<file path="config.mk">
export PLATFORM = sky130hd
export DESIGN_NAME = sfir_top
export DESIGN_NICKNAME = d
export VERILOG_FILES = /design/src/rtl/sfir_pkg.sv /design/src/rtl/sfir_coef_store.sv /design/src/rtl/sfir_mac_seq.sv /design/src/rtl/sfir_result_port.sv /design/src/rtl/sfir_top.sv
export SDC_FILE = /design/constraint.sdc
export NUM_CORES = 2
export LEC_CHECK = 0
export CORE_MARGIN = 4
export CORE_UTILIZATION = 24
export DETAILED_ROUTE_END_ITERATION = 7
export PLACE_DENSITY = 0.37
export SLEW_MARGIN = 20
export SYNTH_ARGS = -nofsm -noshare
export SYNTH_HDL_FRONTEND = slang
export SYNTH_SLANG_ARGS = --single-unit
export TNS_END_PERCENT = 50
</file>
<file path="constraint.sdc">
create_clock -name clk -period 14.7 [get_ports clk]
set_input_delay 2.205 -clock clk [delete_from_list [all_inputs] [get_ports clk]]
set_output_delay 2.205 -clock clk [all_outputs]
set_load 0.05 [all_outputs]
</file>
<file path="src/rtl/sfir_pkg.sv">
package sfir_pkg;
  localparam int SFIR_W    = 16;
  localparam int SFIR_TAPS = 264;
  localparam int SFIR_MAXO = 10;
  localparam int SFIR_MINO = 3;

  typedef logic signed [SFIR_W-1:0]   smp_t;
  typedef logic signed [2*SFIR_W-1:0] wide_t;

  localparam wide_t POS_LIM = wide_t'((2**(SFIR_W-1)) - 1);
  localparam wide_t NEG_LIM = -wide_t'(2**(SFIR_W-1));

  // clamp a wide value into the sample range
  function automatic smp_t clamp_w(input wide_t v);
    if (v > POS_LIM)      return smp_t'(POS_LIM);
    else if (v < NEG_LIM) return smp_t'(NEG_LIM);
    else                  return smp_t'(v);
  endfunction

  // fractional multiply: arithmetic shift floors, then clamp
  function automatic smp_t q_mul(input smp_t a, input smp_t b);
    wide_t p;
    p = wide_t'(a) * wide_t'(b);
    return clamp_w(p >>> (SFIR_W - 1));
  endfunction

  // saturating add of two samples
  function automatic smp_t sat_add(input smp_t a, input smp_t b);
    wide_t s;
    s = wide_t'(a) + wide_t'(b);
    return clamp_w(s);
  endfunction
endpackage

</file>
<file path="src/rtl/sfir_coef_store.sv">
module sfir_coef_store import sfir_pkg::*; #(
  parameter int TAPS = SFIR_TAPS,
  parameter int HALF = TAPS / 2,
  parameter int AW   = $clog2(HALF),
  parameter int NW   = $clog2(TAPS + SFIR_MAXO + 1)
) (
  input  logic          clk,
  input  logic          we,
  input  logic [AW-1:0] waddr,
  input  smp_t          wdata,
  input  logic [NW-1:0] rtap,
  output smp_t          rdata
);
  smp_t          mem [HALF];
  logic [AW-1:0] ridx;
  logic          in_range;

  // writes beyond the stored half are discarded
  always_ff @(posedge clk) begin
    if (we && ({1'b0, waddr} < (AW+1)'(HALF)))
      mem[waddr] <= wdata;
  end

  // mirror the upper half of the taps onto the stored half
  always_comb begin
    in_range = 1'b1;
    if (rtap < NW'(HALF))
      ridx = rtap[AW-1:0];
    else if (rtap < NW'(TAPS))
      ridx = AW'(NW'(TAPS - 1) - rtap);
    else begin
      ridx     = '0;
      in_range = 1'b0;
    end
    rdata = in_range ? mem[ridx] : '0;
  end
endmodule

</file>
<file path="src/rtl/sfir_mac_seq.sv">
module sfir_mac_seq import sfir_pkg::*; #(
  parameter int TAPS    = SFIR_TAPS,
  parameter int MAX_OUT = SFIR_MAXO,
  parameter int MIN_OUT = SFIR_MINO,
  parameter int IW      = $clog2(MAX_OUT + 1),
  parameter int NW      = $clog2(TAPS + MAX_OUT + 1)
) (
  input  logic                          clk,
  input  logic                          rst_n,
  input  logic                          win_start,
  input  logic                          smp_valid,
  input  smp_t                          smp_data,
  input  logic [IW-1:0]                 cnt_cfg,
  input  smp_t                          coef_in,
  output logic [NW-1:0]                 tap_cur,
  output logic                          busy,
  output logic                          fin_valid,
  output logic [IW-1:0]                 fin_idx,
  output logic [IW-1:0]                 cnt_q,
  output logic                          overrun,
  output logic [MAX_OUT-1:0][SFIR_W-1:0] acc_o
);
  localparam logic [NW-1:0] N_SAT = NW'(TAPS + MAX_OUT);

  logic [NW-1:0]      n_q;
  smp_t               x_q;
  smp_t               line_c [MAX_OUT];
  logic [MAX_OUT-1:0] line_v, line_l;
  logic [IW-1:0]      k_q, cnt_r;
  logic               busy_q, ovr_q;
  smp_t               acc_r [MAX_OUT];

  // named internal events
  logic take_evt, ovr_evt, mac_en, cur_v, cur_l;
  smp_t cur_c, mac_sum;

  function automatic logic [IW-1:0] clamp_cnt(input logic [IW-1:0] c);
    if (c < IW'(MIN_OUT))      return IW'(MIN_OUT);
    else if (c > IW'(MAX_OUT)) return IW'(MAX_OUT);
    else                       return c;
  endfunction

  assign take_evt  = smp_valid && !busy_q && !win_start;
  assign ovr_evt   = smp_valid &&  busy_q && !win_start;
  assign mac_en    = busy_q && !win_start;
  assign cur_v     = line_v[k_q];
  assign cur_l     = line_l[k_q];
  assign cur_c     = line_c[k_q];
  assign mac_sum   = sat_add(acc_r[k_q], q_mul(x_q, cur_c));
  assign fin_valid = mac_en && cur_v && cur_l;
  assign fin_idx   = k_q;
  assign tap_cur   = n_q;
  assign busy      = busy_q;
  assign cnt_q     = cnt_r;
  assign overrun   = ovr_q;

  // sample intake, coefficient delay line and sequencer
  always_ff @(posedge clk) begin
    if (!rst_n || win_start) begin
      n_q    <= '0;
      x_q    <= '0;
      line_v <= '0;
      line_l <= '0;
      k_q    <= '0;
      busy_q <= 1'b0;
      cnt_r  <= rst_n ? clamp_cnt(cnt_cfg) : IW'(MIN_OUT);
    end else if (take_evt) begin
      x_q       <= smp_data;
      line_v[0] <= (n_q < NW'(TAPS));
      line_l[0] <= (n_q == NW'(TAPS - 1));
      for (int i = 1; i < MAX_OUT; i++) begin
        line_v[i] <= line_v[i-1];
        line_l[i] <= line_l[i-1];
      end
      if (n_q != N_SAT) n_q <= n_q + NW'(1);
      k_q    <= '0;
      busy_q <= 1'b1;
    end else if (busy_q) begin
      k_q    <= k_q + IW'(1);
      busy_q <= (k_q != cnt_r - IW'(1));
    end
  end

  // coefficient values travel with the valid bits (no reset needed)
  always_ff @(posedge clk) begin
    if (take_evt) begin
      line_c[0] <= coef_in;
      for (int i = 1; i < MAX_OUT; i++) line_c[i] <= line_c[i-1];
    end
  end

  // accumulators: one shared multiply-accumulate per clock
  always_ff @(posedge clk) begin
    if (!rst_n || win_start) begin
      for (int i = 0; i < MAX_OUT; i++) acc_r[i] <= '0;
    end else if (mac_en && cur_v) begin
      acc_r[k_q] <= mac_sum;
    end
  end

  always_ff @(posedge clk) begin
    if (!rst_n)       ovr_q <= 1'b0;
    else if (ovr_evt) ovr_q <= 1'b1;
  end

  for (genvar g = 0; g < MAX_OUT; g++) begin : g_acc_out
    assign acc_o[g] = acc_r[g];
  end
endmodule

</file>
<file path="src/rtl/sfir_result_port.sv">
module sfir_result_port import sfir_pkg::*; #(
  parameter int MAX_OUT = SFIR_MAXO,
  parameter int IW      = $clog2(MAX_OUT + 1)
) (
  input  logic                           clk,
  input  logic                           rst_n,
  input  logic                           win_start,
  input  logic                           fin_valid,
  input  logic [IW-1:0]                  fin_idx,
  input  logic [MAX_OUT-1:0][SFIR_W-1:0] acc_i,
  input  logic                           res_ready,
  output logic                           res_valid,
  output logic [SFIR_W-1:0]              res_data,
  output logic [IW-1:0]                  res_idx,
  output logic                           dropped
);
  logic [MAX_OUT-1:0] pend_q, pend_n;
  logic [IW-1:0]      sel;
  logic               found, hs_evt, drop_evt;

  // lowest pending index is presented first
  always_comb begin
    sel   = '0;
    found = 1'b0;
    for (int i = 0; i < MAX_OUT; i++) begin
      if (pend_q[i] && !found) begin
        sel   = IW'(i);
        found = 1'b1;
      end
    end
  end

  assign res_valid = |pend_q;
  assign res_idx   = sel;
  assign res_data  = acc_i[sel];
  assign hs_evt    = res_valid && res_ready && !win_start;
  assign drop_evt  = win_start && res_valid;

  always_comb begin
    pend_n = pend_q;
    if (hs_evt)    pend_n[sel]     = 1'b0;
    if (fin_valid) pend_n[fin_idx] = 1'b1;
  end

  always_ff @(posedge clk) begin
    if (!rst_n) begin
      pend_q  <= '0;
      dropped <= 1'b0;
    end else if (win_start) begin
      pend_q <= '0;
      if (drop_evt) dropped <= 1'b1;
    end else begin
      pend_q <= pend_n;
    end
  end
endmodule

</file>
<file path="src/rtl/sfir_top.sv">
module sfir_top import sfir_pkg::*; #(
  parameter int TAPS    = SFIR_TAPS,
  parameter int MAX_OUT = SFIR_MAXO,
  parameter int MIN_OUT = SFIR_MINO,
  parameter int IW      = $clog2(MAX_OUT + 1),
  parameter int AW      = $clog2(TAPS / 2),
  parameter int NW      = $clog2(TAPS + MAX_OUT + 1)
) (
  input  logic              clk,
  input  logic              rst_n,
  input  logic              win_start,
  input  logic [IW-1:0]     out_count,
  input  logic              cf_we,
  input  logic [AW-1:0]     cf_addr,
  input  logic [SFIR_W-1:0] cf_data,
  input  logic              smp_valid,
  input  logic [SFIR_W-1:0] smp_data,
  output logic              res_valid,
  input  logic              res_ready,
  output logic [SFIR_W-1:0] res_data,
  output logic [IW-1:0]     res_idx,
  output logic              overrun,
  output logic              dropped
);
  logic [NW-1:0]                  tap_cur;
  smp_t                           coef_rd;
  logic                           seq_busy;
  logic                           fin_valid;
  logic [IW-1:0]                  fin_idx;
  logic [IW-1:0]                  cnt_q;
  logic [MAX_OUT-1:0][SFIR_W-1:0] acc_bus;

  sfir_coef_store #(.TAPS(TAPS), .AW(AW), .NW(NW)) u_coef (
    .clk   (clk),
    .we    (cf_we),
    .waddr (cf_addr),
    .wdata (smp_t'(cf_data)),
    .rtap  (tap_cur),
    .rdata (coef_rd)
  );

  sfir_mac_seq #(.TAPS(TAPS), .MAX_OUT(MAX_OUT), .MIN_OUT(MIN_OUT),
                 .IW(IW), .NW(NW)) u_mac (
    .clk       (clk),
    .rst_n     (rst_n),
    .win_start (win_start),
    .smp_valid (smp_valid),
    .smp_data  (smp_t'(smp_data)),
    .cnt_cfg   (out_count),
    .coef_in   (coef_rd),
    .tap_cur   (tap_cur),
    .busy      (seq_busy),
    .fin_valid (fin_valid),
    .fin_idx   (fin_idx),
    .cnt_q     (cnt_q),
    .overrun   (overrun),
    .acc_o     (acc_bus)
  );

  sfir_result_port #(.MAX_OUT(MAX_OUT), .IW(IW)) u_res (
    .clk       (clk),
    .rst_n     (rst_n),
    .win_start (win_start),
    .fin_valid (fin_valid),
    .fin_idx   (fin_idx),
    .acc_i     (acc_bus),
    .res_ready (res_ready),
    .res_valid (res_valid),
    .res_data  (res_data),
    .res_idx   (res_idx),
    .dropped   (dropped)
  );
endmodule

</file>
Word-level counts from Yosys, hierarchy flattened
Memories as Yosys holds them, arrays and structs flattened. A register that Yosys moved wholly into a read port is not among the register bits.
Cells that the tools add are included.
- register bits after elaboration: 66
- latch bits: 0
- RAM bits: 2432
- word-level logic and storage cells: 141
- memories kept: 3
- bits in read-only memories: 0
- memories (memory ; words ; bits a word ; rd ports ; clocked after memory_dff ; write ports ; RTL line ; source):
    u_coef.mem ; 132 ; 16 ; 1 ; 0 ; 1 ; sfir_coef_store.sv:14 ; smp_t mem [HALF];
    u_mac.acc_r ; 10 ; 16 ; 11 ; 1 ; 10 ; sfir_mac_seq.sv:31 ; smp_t acc_r [MAX_OUT];
    u_mac.line_c ; 10 ; 16 ; 10 ; 1 ; 10 ; sfir_mac_seq.sv:27 ; smp_t line_c [MAX_OUT];
- bitwise operators: 4
- mux-type cells: 58
- equality and inequality tests: 3
- add/sub/neg operators: 5
- divide/modulo/power cells: 0
- $mul: 1
- shift operators: 0
- reduce and logical (&&, ||, !) cells: 43
- order comparisons: 13
- operators by type and width (cell ; count):
    $mux 16 ; 7
    $bmux 16 s4 ; 1
    $gt 32x16->1 const B ; 1
    $lt 32x16->1 const B ; 1
    $mul 16x16->32 ; 1
    $mux 4 ; 8
    $mux 1 ; 28
    $logic_and 1x1->1 ; 22
    $mux 10 ; 2
    $add 16x16->17 ; 1
    $gt 17x16->1 const B ; 1
    $lt 17x16->1 const B ; 1
    $mux 8 ; 2
    $reduce_or 16->1 ; 1
    $logic_not 1->1 ; 12
    $mux 3 ; 4
    $and 10x10->10 ; 1
    $lt 4x5->1 const B ; 2
    $not 10->10 ; 1
    $or 10x10->10 ; 1
    $reduce_or 10->1 ; 1
    $add 9x1->9 const B ; 1
    $eq 9x9->1 const B ; 1
    $lt 9x8->1 const B ; 1
    18 further kinds ; 25

Depth between registers and ports, before layout
- word-level depth: 37
- mapped depth: 44
- depth with buffers taken out: 38

Modules after synthesis
Synthesis repeated with hierarchy kept, for this count alone.
- cells, all modules: 8162
- area, all modules: 114822.6 sq um
- by module, submodules not included (module ; instances ; sequential area each (sq um) ; area an instance (sq um) ; cells an instance):
    sfir_coef_store ; 1 ; 63420.8 ; 83093.4 ; 5587
    sfir_mac_seq ; 1 ; 13713.2 ; 29832.4 ; 2339
    sfir_result_port ; 1 ; 220.2 ; 1896.8 ; 236

Worst setup path before layout
OpenSTA, ideal clock, no wires.
- path kind: reg-to-reg
- start point: register with a tool-made name
- end point: memory u_mac.acc_r[10][13] (netlist name) (data pin)
- cell stages (with the launch flop): 39
- data arrival time: 10.454 ns
- library setup time: 0.313 ns
- slack: 3.933 ns
- path buffers: 7
- data required time: 14.387 ns
- cell sequence: dfxtp_1 buf_4 buf_2 buf_2 buf_2 buf_2 mux2i_1 a21oi_1 clkbuf_1 nand2_1 inv_1 fa_1 fa_1 fa_1 fa_1 fa_1 inv_1 fa_1 [... 3 more ...] or3_1 a211o_1 o21a_1 o21ai_1 mux2i_1 inv_1 clkbuf_1 o21ai_0 ha_1 a21o_1 a21o_1 a21oi_1 o21ai_0 and3_1 o31ai_1 nand3_1 nor3_1 nor2_1
- RTL lines (element ; RTL line):
    end: declaration ; sfir_mac_seq.sv:31

==> flow_metrics.py <==
metrics = {
    "clocking": {
        "cts_setup_buffers": 0,
        "cts.sinks": 2598,
        "clock_latency_ns": 0.96,
        "cts_buffers": 315,
        "clockBufferDepth": 4,
        "root_buffer": "clkbuf_16",
        "htreeDepth": 5,
        "cts_hold_buf": 0,
        "path_clk_slew_ns": 0.06,
        "cts_resized": 0,
        "cts_tree": "done",
    },
    "yosys": {
        "synth-seq-area-share_pct": 67.7,
        "synth_cells": 7936,
        "synth_edf_count": 2532,
        "yosysWarnings": 0,
        "synth_top_flop_cell": "edfxtp_1",
        "ys_types": 81,
        "syn_avg_cell_area_um2": 14.4,
        "ys_ff_latch": 2598,
        "synthesis.area_mm2": 0.114,
        "ys_async_sr_fraction_pct": 0,
    },
    "floorplan": {
        "ios": 73,
        "fp.coreArea_mm2": 0.475,
        "die_h_um": 698,
        "rows": 253,
        "start_util_pct": 24.1,
        "die_w_um": 698,
        "die_area_mm2": 0.487,
    },
    "pwr": {
        "pwr-share-seq_pct": 45.2,
        "p_int_uw": 13100,
        "leakagePower_uw": 0.0455,
        "irDropWorstVdd_mv": 0.112,
        "power_frac_comb_pct": 14.2,
        "p_sw_share_pct": 28.1,
        "p_clk_share_pct": 40.5,
        "p_switching_uw": 5110,
        "power-per-cell-area_mw_per_mm2": 136,
    },
    "sta": {
        "tns_ns": 0,
        "max_freq_mhz": 83.4,
        "relSlewSlack_pct": 16.6,
        "fin_crit_sh_pct": 81.6,
        "grt_setup_unrepaired": "false",
        "worst_pin_slew_ns": 1.24,
        "period_minus_slack_ns": 11.99,
        "finalMaxSlewViolations": 0,
        "finalHoldViolations": 0,
        "fin_skew_ns": 0.109,
        "setup_viol": 0,
    },
    "critical_path": {
        "worst_r2r_path_depth": 35,
        "end_kind": "register",
        "r2r_slack_ns": 2.71,
        "cp.required_ns": 15.21,
        "crit_fanout": 31,
        "path_buf_inv": 4,
        "startpoint_type": "register",
        "slowest_stage": "fa_1",
        "crit_type": "reg2reg",
        "cp_top_family": "adder cells",
        "crit_top_cell": "fa_1",
        "cp.depth": 35,
        "cpPeakStageDelay_ns": 0.92,
        "rr_endpoint": "u_mac.acc_r[12][7]$_DFFE_PP_",
        "worstPathArrival_ns": 12.50,
    },
    "drt": {
        "via_per_inst": 4.71,
        "wire_per_inst_um": 26.6,
        "dr.first_iter.drc_count": 5582,
        "finalWirelength_um": 392000,
        "postRouteAntennaNets": 0,
        "drc": 0,
        "vias": 69400,
        "dr.pass1.iters": 5,
    },
    "min_path": {
        "min_from": "u_mac.line_c[1][9]$_DFFE_PP_",
        "hold_path_class": "reg2reg",
        "whs_endpoint": "u_mac.line_c[2][9]$_DFFE_PP_",
        "min_delay_path_depth": 0,
    },
    "grt": {
        "grt.total_usage_pct": 15.5,
        "overflow": 0,
        "grt_pass1_wl_um": 549000,
        "grt_max_degree": 137,
        "grt_pass1_vias": 69400,
        "antenna_found_initial": 24,
    },
    "final_layout": {
        "layout_commonest_cell": "edfxtp_1",
        "instances_no_fill": 14700,
        "final_cell_mix": "edfxtp_1, nand2_1, a21oi_1",
        "nNetsFinal": 8648,
        "syn_to_final_growth_pct": 16.8,
        "drive_above_1_share_pct": 11.7,
    },
    "placement": {
        "dp_hpwl_um": 237000,
        "dp_cells": 14200,
        "io_buffer_count": 72,
        "gp_congestion": 0.801,
    },
    "status": {
        "status": "finished, final reports clean",
    },
    "flow_run": {
        "cap_viol_max_count": 0,
    },
}
==> per-stage QoR <==
stage	utilization [%]	setup slack [ns]	instance area (µm²)	total power, µW	hold slack, ns
final	28.1	2.71	133000	18200	0.426
after CTS	28.1	2.60	133000	18500	0.420
after detailed placement	26.1	2.60	124000	11000	0.429
after floorplan	-	3.93	115000	10000	0.418
after global placement	26.1	2.63	124000	11000	0.425
after global routing	28.1	1.88	133000	19000	0.439
==> synth_stat cells, types with 66 or more instances <==
library cell | instances | area share [%]
buf_2 | 176 | 0.77
clkbuf_1 | 258 | 0.85
a22oi_1 | 84 | 0.55
a31oi_1 | 76 | 0.42
o22ai_1 | 95 | 0.52
ha_1 | 104 | 1.1
fa_1 | 262 | 4.6
edfxtp_1 | 2532 | 67
and2_1 | 122 | 0.67
nor2_1 | 372 | 1.2
nand3_1 | 129 | 0.56
a221oi_1 | 122 | 0.94
a21oi_1 | 505 | 2.2
inv_1 | 318 | 1.0
o21ai_0 | 134 | 0.59
mux2i_1 | 431 | 3.8
nand2_1 | 1116 | 3.7
mux4_2 | 148 | 2.9
a211oi_1 | 146 | 0.96
and3_1 | 149 | 0.82
dfxtp_1 | 66 | 1.2
==> worst max path at each step <==
stage                   from                       endpoint  slack, ns
floorplan           register  u_mac.acc_r[10][13]$_DFFE_PP_       3.93
global placement    register   u_mac.acc_r[13][7]$_DFFE_PP_       2.63
detailed placement  register   u_mac.acc_r[11][7]$_DFFE_PP_       2.60
CTS                 register   u_mac.acc_r[12][7]$_DFFE_PP_       2.60
global route        register   u_mac.acc_r[15][7]$_DFFE_PP_       1.88
finish              register   u_mac.acc_r[12][7]$_DFFE_PP_       2.71
==> power groups by stage <==
stage | combinational [µW] | clock [µW] | sequential (µW)
after floorplan | 1630 | 0 | 8370
after global placement | 2600 | 0 | 8380
after detailed placement | 2600 | 0 | 8380
after CTS | 2620 | 7610 | 8230
after global routing | 2840 | 7900 | 8230
final | 2590 | 7370 | 8230
==> kinds of logic (layout without fill, tap and decap cells) <==
family	Yosys count	count (layout)	share of synthesized area (%)
flip-flops	2598	2598	67.7
AND/OR/NAND/NOR	2047	2047	7.88
AO/OA/AOI/OAI	1476	1476	8.51
buffers and inverters	808	1263	3.01
multiplexers	583	583	6.73
adder cells (fa/ha/maj)	366	366	5.73
XOR/XNOR	57	57	0.437
other	1	109	0.00328
==> worst register-to-register path, delay by kind of cell, from the launching register on <==
family	cells	cell delay (ns)
xor+xnor	1	0.11
fa+ha+maj	9	4.61
compound gates	13	3.02
simple gates	7	2.05
buf+inv	4	0.53
flops	1	0.74
mux	1	0.57
==> routing by layer <==
| metal | up-vias | routed length [µm] | global-route usage (%) |
|---|---|---|---|
| met4 | 6 | 11100 | 4.08 |
| li1 | 30500 | - | - |
| met2 | 1805 | 191000 | 26.3 |
| met5 | - | 47 | 0 |
| met3 | 477 | 17600 | 1.88 |
| met1 | 36700 | 173000 | 21.0 |
==> cell type report <==
cell class	instances	area, µm²
Antenna cell	13	32.5
Clock inverter	169	1350
Inverter	320	1210
Fill cell	47900	341000
Timing Repair Buffer	372	3220
Tap cell	6247	7820
Sequential cell	2598	77400
Multi-Input combinational cell	4625	34200
Clock buffer	402	8290
==> registers in the layout, summed over array words and instances, names as in the netlist, named ones only <==
name / count
u_mac.acc_r: 256
u_mac.busy: 1
u_mac.cnt_q: 4
u_mac.x_q: 16
u_mac.line_c: 160
u_res.pend_q: 10
u_coef.mem: 2112
u_mac.line_l: 10
u_mac.fin_idx: 4
u_mac.line_v: 10
u_mac.overrun: 1
u_res.dropped: 1
u_mac.tap_cur: 9
Note: power is estimated with default switching activity, not from simulation.
